**src/rtl/uart_rx_pkg.sv**
```systemverilog
package uart_rx_pkg;

    localparam int WORD_W = 8;

    typedef enum logic [2:0] {
        RX_IDLE,
        RX_START,
        RX_DATA,
        RX_STOP,
        RX_BREAK
    } rx_state_e;

    typedef struct packed {
        logic              ferr;
        logic              bit9;
        logic [WORD_W-1:0] data;
    } rx_word_t;

    function automatic logic [3:0] frame_bits(input logic nine);
        return nine ? 4'd9 : 4'd8;
    endfunction

endpackage

```
**src/rtl/uart_rx_sampler.sv**
```systemverilog
module uart_rx_sampler
    import uart_rx_pkg::*;
#(
    parameter int OVS = 16
) (
    input  logic     clk,
    input  logic     rst,
    input  logic     en,
    input  logic     tick,
    input  logic     rx,
    input  logic     nine,
    output logic     done,
    output rx_word_t word
);
    localparam int CW   = $clog2(OVS);
    localparam int HALF = OVS / 2;

    rx_state_e         state;
    logic [CW-1:0]     cnt;
    logic [3:0]        idx;
    logic [WORD_W:0]   shreg;
    logic              cnt_full;
    logic              cnt_half;

    assign cnt_full = (cnt == CW'(OVS - 1));
    assign cnt_half = (cnt == CW'(HALF - 1));

    assign done      = en && tick && (state == RX_STOP) && cnt_full;
    assign word.data = shreg[WORD_W-1:0];
    assign word.bit9 = nine ? shreg[WORD_W] : 1'b0;
    assign word.ferr = ~rx;

    always_ff @(posedge clk) begin
        if (rst || !en) begin
            state <= RX_IDLE;
            cnt   <= '0;
            idx   <= '0;
            shreg <= '0;
        end else if (tick) begin
            case (state)
                RX_IDLE: begin
                    if (!rx) begin
                        state <= RX_START;
                        cnt   <= '0;
                        shreg <= '0;
                    end
                end
                RX_START: begin
                    if (cnt_half) begin
                        cnt   <= '0;
                        idx   <= '0;
                        state <= rx ? RX_IDLE : RX_DATA;
                    end else begin
                        cnt <= cnt + 1'b1;
                    end
                end
                RX_DATA: begin
                    if (cnt_full) begin
                        cnt        <= '0;
                        shreg[idx] <= rx;
                        if (idx == frame_bits(nine) - 4'd1) begin
                            state <= RX_STOP;
                        end else begin
                            idx <= idx + 4'd1;
                        end
                    end else begin
                        cnt <= cnt + 1'b1;
                    end
                end
                RX_STOP: begin
                    if (cnt_full) begin
                        cnt   <= '0;
                        state <= rx ? RX_IDLE : RX_BREAK;
                    end else begin
                        cnt <= cnt + 1'b1;
                    end
                end
                RX_BREAK: begin
                    if (rx) state <= RX_IDLE;
                end
                default: state <= RX_IDLE;
            endcase
        end
    end
endmodule

```
**src/rtl/uart_rx_buffer.sv**
```systemverilog
module uart_rx_buffer
    import uart_rx_pkg::*;
#(
    parameter int DEPTH = 2
) (
    input  logic     clk,
    input  logic     rst,
    input  logic     push,
    input  rx_word_t wdata,
    input  logic     pop,
    output rx_word_t head,
    output logic     empty,
    output logic     full
);
    localparam int PW = (DEPTH > 1) ? $clog2(DEPTH) : 1;
    localparam int CW = $clog2(DEPTH + 1);

    rx_word_t      mem [DEPTH];
    logic [PW-1:0] wr_ptr;
    logic [PW-1:0] rd_ptr;
    logic [CW-1:0] count;
    logic          do_push;
    logic          do_pop;

    assign empty   = (count == '0);
    assign full    = (count == CW'(DEPTH));
    assign do_push = push && !full;
    assign do_pop  = pop && !empty;
    assign head    = mem[rd_ptr];

    function automatic logic [PW-1:0] bump(input logic [PW-1:0] p);
        return (p == PW'(DEPTH - 1)) ? '0 : p + 1'b1;
    endfunction

    always_ff @(posedge clk) begin
        if (rst) begin
            wr_ptr <= '0;
            rd_ptr <= '0;
            count  <= '0;
            for (int i = 0; i < DEPTH; i++) mem[i] <= '0;
        end else begin
            if (do_push) begin
                mem[wr_ptr] <= wdata;
                wr_ptr      <= bump(wr_ptr);
            end
            if (do_pop) rd_ptr <= bump(rd_ptr);
            case ({do_push, do_pop})
                2'b10:   count <= count + 1'b1;
                2'b01:   count <= count - 1'b1;
                default: count <= count;
            endcase
        end
    end
endmodule

```
**src/rtl/addr_uart_rx.sv**
```systemverilog
module addr_uart_rx
    import uart_rx_pkg::*;
#(
    parameter int OVS   = 16,
    parameter int DEPTH = 2
) (
    input  logic              clk,
    input  logic              rst,
    input  logic              baud_tick,
    input  logic              rx_in,
    input  logic              port_en,
    input  logic              cont_en,
    input  logic              nine_bit,
    input  logic              addr_det,
    input  logic              rd_pop,
    output logic [WORD_W-1:0] rx_data,
    output logic              rx_bit9,
    output logic              frame_err,
    output logic              overrun,
    output logic              data_irq
);
    logic     frm_done;
    rx_word_t frm_word;
    rx_word_t head;
    logic     buf_empty;
    logic     buf_full;
    logic     wanted;
    logic     store;
    logic     ovr_q;

    uart_rx_sampler #(.OVS(OVS)) u_smp (
        .clk  (clk),
        .rst  (rst),
        .en   (port_en && cont_en),
        .tick (baud_tick),
        .rx   (rx_in),
        .nine (nine_bit),
        .done (frm_done),
        .word (frm_word)
    );

    // address filter: in 9-bit mode with filtering on, keep only ninth-bit-set words
    assign wanted = frm_done && !(nine_bit && addr_det && !frm_word.bit9);
    assign store  = wanted && !ovr_q && !buf_full;

    always_ff @(posedge clk) begin
        if (rst || !cont_en) begin
            ovr_q <= 1'b0;
        end else if (wanted && buf_full) begin
            ovr_q <= 1'b1;
        end
    end

    uart_rx_buffer #(.DEPTH(DEPTH)) u_buf (
        .clk   (clk),
        .rst   (rst),
        .push  (store),
        .wdata (frm_word),
        .pop   (rd_pop),
        .head  (head),
        .empty (buf_empty),
        .full  (buf_full)
    );

    assign rx_data   = head.data;
    assign rx_bit9   = head.bit9;
    assign frame_err = head.ferr && !buf_empty;
    assign overrun   = ovr_q;
    assign data_irq  = !buf_empty;
endmodule

```
**config.mk**
```make
export PLATFORM = sky130hd
export DESIGN_NAME = addr_uart_rx
export DESIGN_NICKNAME = d
export VERILOG_FILES = /design/src/rtl/uart_rx_pkg.sv /design/src/rtl/uart_rx_sampler.sv /design/src/rtl/uart_rx_buffer.sv /design/src/rtl/addr_uart_rx.sv
export SDC_FILE = /design/constraint.sdc
export NUM_CORES = 1
export LEC_CHECK = 0
export ABC_CLOCK_PERIOD_IN_PS = 3000
export BUFFER_PORTS_ARGS = -buffer_cell sky130_fd_sc_hd__buf_2
export CELL_PAD_IN_SITES_DETAIL_PLACEMENT = 0
export CELL_PAD_IN_SITES_GLOBAL_PLACEMENT = 2
export CORE_ASPECT_RATIO = 0.6
export CORE_MARGIN = 10
export CORE_UTILIZATION = 25
export CTS_BUF_LIST = sky130_fd_sc_hd__clkbuf_8 sky130_fd_sc_hd__clkbuf_16
export DETAILED_ROUTE_END_ITERATION = 6
export PLACE_DENSITY_LB_ADDON = 0.08
export SYNTH_ARGS = -nofsm -noshare
export SYNTH_HDL_FRONTEND = slang
export SYNTH_HIERARCHICAL = 1
export SYNTH_SLANG_ARGS = --single-unit
export TNS_END_PERCENT = 50
```
**constraint.sdc**
```tcl
create_clock -name clk -period 3 [get_ports clk]
set_input_delay 0.3 -clock clk [delete_from_list [all_inputs] [get_ports clk]]
set_output_delay 0.3 -clock clk [all_outputs]
set_load 0.01 [all_outputs]
```
==> results, run 1 <==
- The flow ran to the end, and the final reports show no timing, DRC or antenna violations.
- Dividing the synthesized area by the synthesized cell count gives 9.91 µm².
- After synthesis, the cell types taking the most area are edfxtp_1, dfxtp_1, nor2_1.
- The post-synthesis share of cell area spent on full adders, half adders and majority gates is 0.0301.
- Of all nets on the critical path, the largest fanout is 12.
- The largest net degree at the start of global routing is 20.
- The initial core utilization is 0.255.
- The quantity of I/O buffers inserted on ports is 20.
- The floorplan step set the die width to 149 µm.
- The post-synthesis register bit count is 46.
- The count of final max-slew check failures came to 0.
- The peak supply drop is 0.197 mV.
- The sequential area share after synthesis is 0.449.
- The die outline area is 0.0145 mm².
- At the pin with the least slew margin, the transition time is slightly above 0.9 ns.
- TritonCTS built the clock tree.
- The post-cts repair resize count is 0.
- Summed over all instances, the cell type with the most area after synthesis is edfxtp_1.
- Wires add up to 6350 µm.
- The number of nets with antenna violations after detailed routing is 0.
- The number of antenna violations at the first check in global routing was 0.
- In this run the worst hold path is classified as in2reg.
- The complex-gate fraction of the synthesized area is 0.137.
- Across the run, the number of max-cap violations was 0.
- The final non-filler cell area is 0.00283 mm².
- Setup repair after global routing left no endpoint under its margin.
- The placer congestion estimate is about 0.71.
- The logic depth of the worst register-to-register path is 9.
- Of the cells placed in the final design, the portion with a size suffix greater than 1 is 0.213.
- The number of nets in the synthesized netlist is ~270.
- The number of clock buffers added by TritonCTS is 5.
- The startpoint identified for the worst hold timing path is cont_en.
- STA puts the critical path data required time at ~3.0 ns.
- The filler cells instantiated in the layout total about 1100.
- The simple-gate portion of the synthesized area is 0.243.
- Buffers added to address setup during post-CTS repair amount to 0.
- The fmax is 377 MHz.
- The mux cell area share after synthesis is 0.0531.
- The floorplan die height is around 97 µm.
- The depth of the worst hold-timing path is 3.
- The HPWL after detailed placement is between 4000 and 5000 µm.
- Sorting the synthesized cells by how often they occur yields nor2_1, dfxtp_1, edfxtp_1, nand3_1, nand2b_1.
- The count of final hold-check violations was 0.
- Clock-pin slew was measured on the worst setup and hold paths at ~0.07 ns.
- The ratio of final minimum period to clock period is 0.885.
- Summed over all cells, the static leakage comes to roughly 0.95 nW.
- The number of distinct library cells after synthesis is 57.
- The element type at the critical path end is a register.
- Across every metal layer, demand over resource in global routing totals 0.0894.
- The final-report setup violation count is 0.
- The post-route setup TNS is 0 ns.
- In the synthesized netlist the async set-or-reset flop fraction comes to 0.
- The origin of the critical flop-to-flop path is u_smp/cnt[0].
- Tracing the worst setup path back leads to its startpoint at u_smp/cnt[0].
- The number of H-tree branching levels is 2.
- In this run the clock root is driven by a clkbuf_16.
- The total placed instance area is approximately 0.0027 mm².
- The repair_antennas step left the layout with diodes totalling 0.
- The share of synthesized area in the top cell type comes to 0.240.
- The number of top-level pins is 21.
- The headroom to the max-slew limit is 0.394.
- After technology mapping, the gate count stands at roughly 250.
- nor2_1 is the most common cell in the netlist.
- The clock arrives with 0.00680 ns of skew.
- The xor/xnor share of the synthesized area is 0.0140.
- The cell area after synthesis is roughly 0.0025 mm².
- The clock insertion delay at the later pin of the skew report is roughly 0.29 ns.
- Dividing the detail-routed via count by the number of cells gives ~4.6.
- The worst setup path is of the reg2reg kind.
- In this run the power density over the cells is roughly 460 mW/mm².
- The number of DRC markers after the initial detailed-route iteration is roughly 150.
- Data arrives at the worst endpoint at roughly 2.7 ns.
- Dividing the detail-routed wire length by the instance count gives about 16 µm.
- The most used flip-flop cell after synthesis is dfxtp_1.
- The residual DRC count is 0.
- The shortest clock period the worst path allows after layout is approximately 2.7 ns.
- The number of enable flip-flop cells after synthesis is 20.
- For this run, the number of Yosys warnings is 6.
- No sink is reached through more buffers than the 2 on the longest clock path.
- The type of origin of the critical path is a register.
- By area, the combinational part of the netlist is dominated by simple AND/OR/NAND/NOR gates.
- For this run, the post-layout net count is about 280.
- For this run the aggregate overflow at the end of global routing stands at 0.
- The via count of the first global-routing pass is 1800.
- The first global-routing pass estimated ~10000 µm of wire.
- The via count of the routed design is 1853.
- The pre-antenna-repair detailed-routing pass consisted of 4 iterations.
- The floorplan row count is 28.
- Hold repair after CTS inserted 0 buffers.
- The area growth from synthesis to layout is 13.3%.
- The total clock sinks is between 40 and 50.
- The floorplan core area is a little under 0.01 mm².
[final cells by class]
class / instances / area (µm²) / share of cell area
clock buffers: 5 / 125 / 0.0442
clock inverters: 3 / 21.3 / 0.00752
inverters: 9 / 33.8 / 0.0119
multi-input cells: 175 / 1190 / 0.421
flip-flops and latches: 46 / 1120 / 0.396
well taps: 135 / 169 / 0.0597
repair buffers: 29 / 168 / 0.0593
[sequential cells by signal, summed over array words and instances (netlist names), named ones only]
signal and cells:
u_smp/state 3, overrun 1, u_buf/wr_ptr 1, u_buf/mem 20, u_smp/shreg 9, u_smp/idx 4
u_buf/rd_ptr 1, u_buf/count 2, u_smp/cnt 4
[worst max-delay path: stages (launching register included)]
cell and delay (ns):
dfxtp_1 0.37, ha_1 0.25, nand4b_1 0.15, nor2_1 0.16, and3_1 0.22, nor4b_2 0.30
inv_1 0.10, or3_4 0.45, or2b_1 0.18, buf_4 0.18
[placed cells by master (no fill, tap or decap), drive strengths merged, types with 3 or more instances in the layout]
cell,instances
nor2,32
buf,29
dfxtp,26
edfxtp,20
nand3,14
nand2b,14
nand2,12
mux2,10
inv,9
a21oi,8
a21o,8
a32o,8
ha,6
o21ai,5
clkbuf,5
o22ai,4
nor2b,3
nand4b,3
xnor2,3
and3,3
nor4b,3
or3,3
[power by group]
| part | internal, mW | switching [mW] | leakage [nW] |
|---|---|---|---|
| Clock | 0.309 | 0.247 | 0.0698 |
| Sequential | 0.665 | 0.00361 | 0.399 |
| Combinational | 0.0273 | 0.0411 | 0.486 |
[cell families after synthesis]
| kind of cell | count (synthesis) |
|---|---|
| xor gates and xnor gates | 4 |
| and+or+nand+nor | 107 |
| AOI/OAI and AO/OA | 46 |
| buffers and inverters | 31 |
| DFF | 46 |
| muxes | 12 |
| adders and majority gates | 6 |
[final timing paths]
path / endpoint / slack, ns
worst min-delay path: overrun / 0.28
worst min register to register: u_smp/cnt[0] / 0.49
worst max-delay path: u_buf/mem[0][3] / 0.35
worst max register to register: u_buf/mem[0][3] / 0.35
[metal layers]
layer	track usage	share of wire	vias to the layer above
met5	0	0	-
met4	0.0270	0.0080	0
met3	0.0293	0.036	4
met2	0.104	0.35	17
met1	0.142	0.61	894
li1	-	-	938
[per-stage QoR]
stage          cells  utilization  hold WS, ns  setup slack (ns)  power (mW)
2_1_floorplan    252            -        0.439             0.594       0.721
3_3_place_gp     394        0.273        0.483             0.361       0.754
3_5_place_dp     394        0.273        0.484             0.341       0.753
4_1_cts          402        0.288        0.267             0.329        1.32
5_1_grt          402        0.288        0.305             0.169        1.36
6_report         402        0.288        0.279             0.346        1.29
No activity file was read; power rests on OpenSTA's default activity.
==> run 2: changes to the inputs <==
--- a/config.mk
+++ b/config.mk
@@ -5,6 +5,7 @@
 export SDC_FILE = /design/constraint.sdc
 export NUM_CORES = 1
 export LEC_CHECK = 0
+export ABC_AREA = 1
 export ABC_CLOCK_PERIOD_IN_PS = 3000
 export BUFFER_PORTS_ARGS = -buffer_cell sky130_fd_sc_hd__buf_2
 export CELL_PAD_IN_SITES_DETAIL_PLACEMENT = 0
@@ -19,4 +20,4 @@
 export SYNTH_HDL_FRONTEND = slang
 export SYNTH_HIERARCHICAL = 1
 export SYNTH_SLANG_ARGS = --single-unit
-export TNS_END_PERCENT = 50
+export TNS_END_PERCENT = 10
==> run 2 against run 1 <==
  * Cell area grew 3.8%
  * Flip-flop and latch count stayed put
  * Critical path depth stayed put
  * Synthesized area is 5.9% higher
  * Largest cell class unchanged
  * Critical path type unchanged
  * Sequential power is essentially flat
  * Die area up 4.9%
  * Via count grew 9.8%
  * Worst setup slack better by 0.13 ns
  * Largest power group unchanged
  * Clock skew decreased by 0.0016 ns
  * Register-to-register slack improved by 0.13 ns
  * Clock power hardly changed
==> results, run 2 <==
- The most frequently used flop master after synthesis was dfxtp_1 (unchanged).
- The number of enable flip-flop cells after synthesis is 20 (unchanged).
- The critical path arrival came to 2.46 ns (was 2.65 ns).
- The via count of the routed design is 2035 (was 1853).
- The most used standard cell by instance count after synthesis is nor2_1 (unchanged).
- The count of final hold-check violations is 0 (unchanged).
- The worst stage delay on the critical path came to 0.43 ns (was 0.45 ns).
- The initial core utilization is 0.262 (was 0.255).
- The clock-pin slew on the worst setup and hold paths is 0.06 ns (was 0.07 ns).
- The element type at the critical path end is a register (unchanged).
- The type of origin of the critical path was a register (unchanged).
- The final-report setup violation count came to 0 (unchanged).
- Setup repair after global routing missed its margin: false (unchanged).
- The number of DRC markers after the initial detailed-route iteration came to 112 (was 153).
- The placer congestion estimate came to 0.731 (was 0.710).
- Status: finished clean (unchanged).
- The post-synthesis register bit count is 46 (unchanged).
- The logic depth of the worst register-to-register path is 9 (unchanged).
- The detail-routed net length per standard cell was 12.7 µm (was 15.8 µm).
- The number of buffers added by the clock tree synthesis step is 5 (unchanged).
- The floorplan row count is 28 (unchanged).
- The quantity of I/O buffers inserted on ports is 20 (unchanged).
- The post-synthesis to final-layout area growth is 11.1% (was 13.3%).
- The shortest clock period the worst path allows after layout is 2.52 ns (was 2.65 ns).
- The floorplan die height is 99.7 µm (was 97.4 µm).
- The count of final max-slew check failures was 0 (unchanged).
- The horizontal die dimension is 153 µm (was 149 µm).
- In this design, the critical path's most frequently occurring cell is nand2_1.
- The register name with the most flops is u_buf/mem (unchanged).
- The post-detailed-placement half-perimeter wirelength is 4900 µm (was 4730 µm).
- The combinational family with the most area after synthesis is simple AND/OR/NAND/NOR gates (unchanged).
- The highest net fanout along the worst path is 11 (was 12).
- The number of nets with antenna violations after detailed routing is 0 (unchanged).
- The number of hold-repair buffers added at the cts stage was 0 (unchanged).
- The number of buffers between clock root and the deepest sink was 2 (unchanged).
- Highest-count cells in the layout ignoring fill and taps: nor2_1, nand2_1, inv_1 (was nor2_1, dfxtp_1, buf_2, edfxtp_1, nand3_1).
- The die outline area is 0.0152 mm² (was 0.0145 mm²).
- The post-CTS setup buffer count is 0 (unchanged).
- The count of mapped cells out of synthesis is 336 (was 252).
- The number of flip-flops in the largest register is 20 (unchanged).
- The required time of the critical path is 2.93 ns (was 2.99 ns).
- The yosys synthesis warning count is 6 (unchanged).
- The fraction of synthesis flops using an asynchronous set or reset pin is 0 (unchanged).
- The classification of the worst setup path is reg2reg (unchanged).
- The clock tree root buffer cell is clkbuf_16 (unchanged).
- The sum of buffers and inverters on the critical path is 1 (was 2).
- The largest net degree at the start of global routing came to 20 (unchanged).
- The net count of the finished layout was 364 (was 281).
- The number of violations of the max-capacitance limit is 0 (unchanged).
- The global-route total usage across every layer is 0.0856 (was 0.0894).
- The total power came to 1.31 mW (was 1.29 mW).
- The number of top-level pins is 21 (unchanged).
- The simple-gate portion of the synthesized area is 0.318 (was 0.243).
- The xor/xnor share of the synthesized area is 0.00331 (was 0.0140).
- The number of antenna violations at the first check in global routing is 0 (unchanged).
- The family of cells with the greatest summed delay on the critical path was simple AND/OR/NAND/NOR gates (unchanged).
- Synth area leaders: edfxtp_1, dfxtp_1, nor2_1 (unchanged).
- The worst hold path class is in2reg (unchanged).
- The detailed-route wire length was 6170 µm (was 6350 µm).
- The headroom to the max-slew limit is 0.662 (was 0.394).
- The reported leakage power is 1.15 nW (was 0.955 nW).
- The library cell occupying the most area in the post-synthesis netlist was edfxtp_1 (unchanged).
- The number of cells on the critical path came to 9 (unchanged).
- The post-synth net total is 351 (was 267).
- The CTS tree is built (unchanged).
- The measured slew at the worst slew-check pin is 0.507 ns (was 0.906 ns).
- The via count of the first global-routing pass is 2061 (was 1800).
- The slack of the worst reg-to-reg path is 0.48 ns (was 0.35 ns).
- The areal power density over the cells was 446 mW/mm² (was 457 mW/mm²).
- The total grt overflow is 0 (unchanged).
- The number of distinct library cells after synthesis is 28 (was 57).
- The sequential area share after synthesis is 0.424 (was 0.449).
- The depth of the worst hold-timing path is 3 (unchanged).
- The cell area after synthesis was 0.00264 mm² (was 0.00250 mm²).
- Crit-path cells: ha_1 -> nand3_1 -> nor4_1 -> nand2_1 -> nor2_1 -> inv_1 -> nor2_4 -> nand3_2 -> nand2_1 (was ha_1 -> nand4b_1 -> nor2_1 -> and3_1 -> nor4b_2 -> inv_1 -> or3_4 -> or2b_1 -> buf_4).
- The clock insertion delay at the later pin of the skew report is 0.29 ns (about the same).
- The post-cts repair resize count was 0 (unchanged).
- The mux cell area share after synthesis is 0.0426 (was 0.0531).
- The endpoint of the worst register-to-register path was u_buf/mem[1][9] (was u_buf/mem[0][3]).
- The combined area of the multi-input logic cells came to 0.00121 mm² (was 0.00119 mm²).
- The hold path startpoint is cont_en (unchanged).
- The complex-gate fraction of the synthesized area was 0.0648 (was 0.137).
- The largest clock skew in the final design came to 0.00516 ns (was 0.00680 ns).
- The area taken by flip-flops and latches is 0.00112 mm² (unchanged).
- The area share of the largest cell type after synthesis is 0.227 (was 0.240).
- The post-synthesis share of cell area spent on full adders, half adders and majority gates is 0.0284 (was 0.0301).
- Commonest cells in the netlist: nor2_1, nand2_1, inv_1, dfxtp_1, edfxtp_1 (was nor2_1, dfxtp_1, edfxtp_1, nand3_1, nand2b_1).
- The diode insertion count for antenna repair is 0 (unchanged).
- The peak supply drop was 0.228 mV (was 0.197 mV).
- The number of H-tree branching levels was 2 (unchanged).
- The first-pass GRT wire length is 10700 µm (was 10200 µm).
- Largest regs: u_buf/mem (20), u_smp/shreg (9) (unchanged).
- The residual DRC count came to 0 (unchanged).
- The post-synthesis area per instance is 7.87 µm² (was 9.91 µm²).
- The first-pass detailed-route iteration total is 4 (unchanged).
- The post-route setup TNS is 0 ns (unchanged).
- The fraction of final layout cells with drive strength greater than 1 is 0.186 (was 0.213).
- The floorplan core area is 0.0101 mm² (was 0.00981 mm²).
- The worst hold path endpoint was overrun (unchanged).
- The cell with the biggest individual delay on the critical path was nand2_1 (was or3_4).
- The origin of the critical flop-to-flop path is u_smp/cnt[0] (unchanged).
- The most common library cell in the layout ignoring fill and taps was nor2_1 (unchanged).
- The fmax is 396 MHz (was 377 MHz).
- The total of fill cells in the finished design is 1105 (was 1059).
- The mean number of vias per cell was 4.20 (was 4.61).
- The total clock sinks is 46 (unchanged).
- The ratio of final minimum period to clock period is 0.842 (was 0.885).
==> run 2: cell type report <==
class                   count  share of cell area
clock buffers               5              0.0426
clock inverters             3             0.00724
inverters                  50              0.0656
multi-input cells         226               0.411
flip-flops and latches     46               0.382
well taps                 135              0.0575
repair buffers             20              0.0341
==> run 2: kinds of logic after synthesis <==
group,after synthesis
buffers and inverters,64
AO/OA/AOI/OAI,33
adder cells (fa/ha/maj),6
flip-flops,46
multiplexers,10
XOR/XNOR,1
AND/OR/NAND/NOR,176
==> run 2: metal layers <==
layer  share of wire  track usage  wire length, µm
met5               0            0                0
met4          0.0071       0.0263               44
met3           0.037       0.0258              230
met2            0.36        0.115             2220
met1            0.60        0.125             3680
==> run 2: per-stage QoR <==
stage	worst slack [ns]	hold slack, ns	cell area (µm²)	util	instances
after global routing	0.0899	0.283	2940	0.291	485
after global placement	0.536	0.453	2790	0.277	477
final	0.475	0.268	2940	0.291	485
after CTS	0.463	0.258	2940	0.291	485
after floorplan	0.888	0.423	2640	-	336
after detailed placement	0.471	0.454	2790	0.277	477
==> run 2: power by group <==
part | internal [mW] | switching, mW | total [mW]
clock | 0.309 | 0.244 | 0.553
combinational | 0.0272 | 0.0618 | 0.0889
sequential | 0.663 | 0.00462 | 0.668
==> run 2: how the worst max path moves through the flow <==
| stage | start | to | slack (ns) |
|---|---|---|---|
| 2_1_floorplan | u_smp/cnt[0] | u_buf/mem[0][0] | 0.89 |
| 3_3_place_gp | u_smp/cnt[0] | u_buf/mem[1][3] | 0.54 |
| 6_report | u_smp/cnt[0] | u_buf/mem[1][9] | 0.48 |
| 4_1_cts | u_smp/cnt[0] | u_buf/mem[1][9] | 0.46 |
| 5_1_grt | u_smp/cnt[0] | u_buf/mem[1][0] | 0.09 |
| 3_5_place_dp | u_smp/cnt[0] | u_buf/mem[1][1] | 0.47 |
==> run 2: worst register-to-register path, stage by stage, from the launching register on <==
cell	delay, ns
dfxtp_1	0.37
ha_1	0.20
nand3_1	0.20
nor4_1	0.30
nand2_1	0.11
nor2_1	0.13
inv_1	0.08
nor2_4	0.14
nand3_2	0.22
nand2_1	0.43
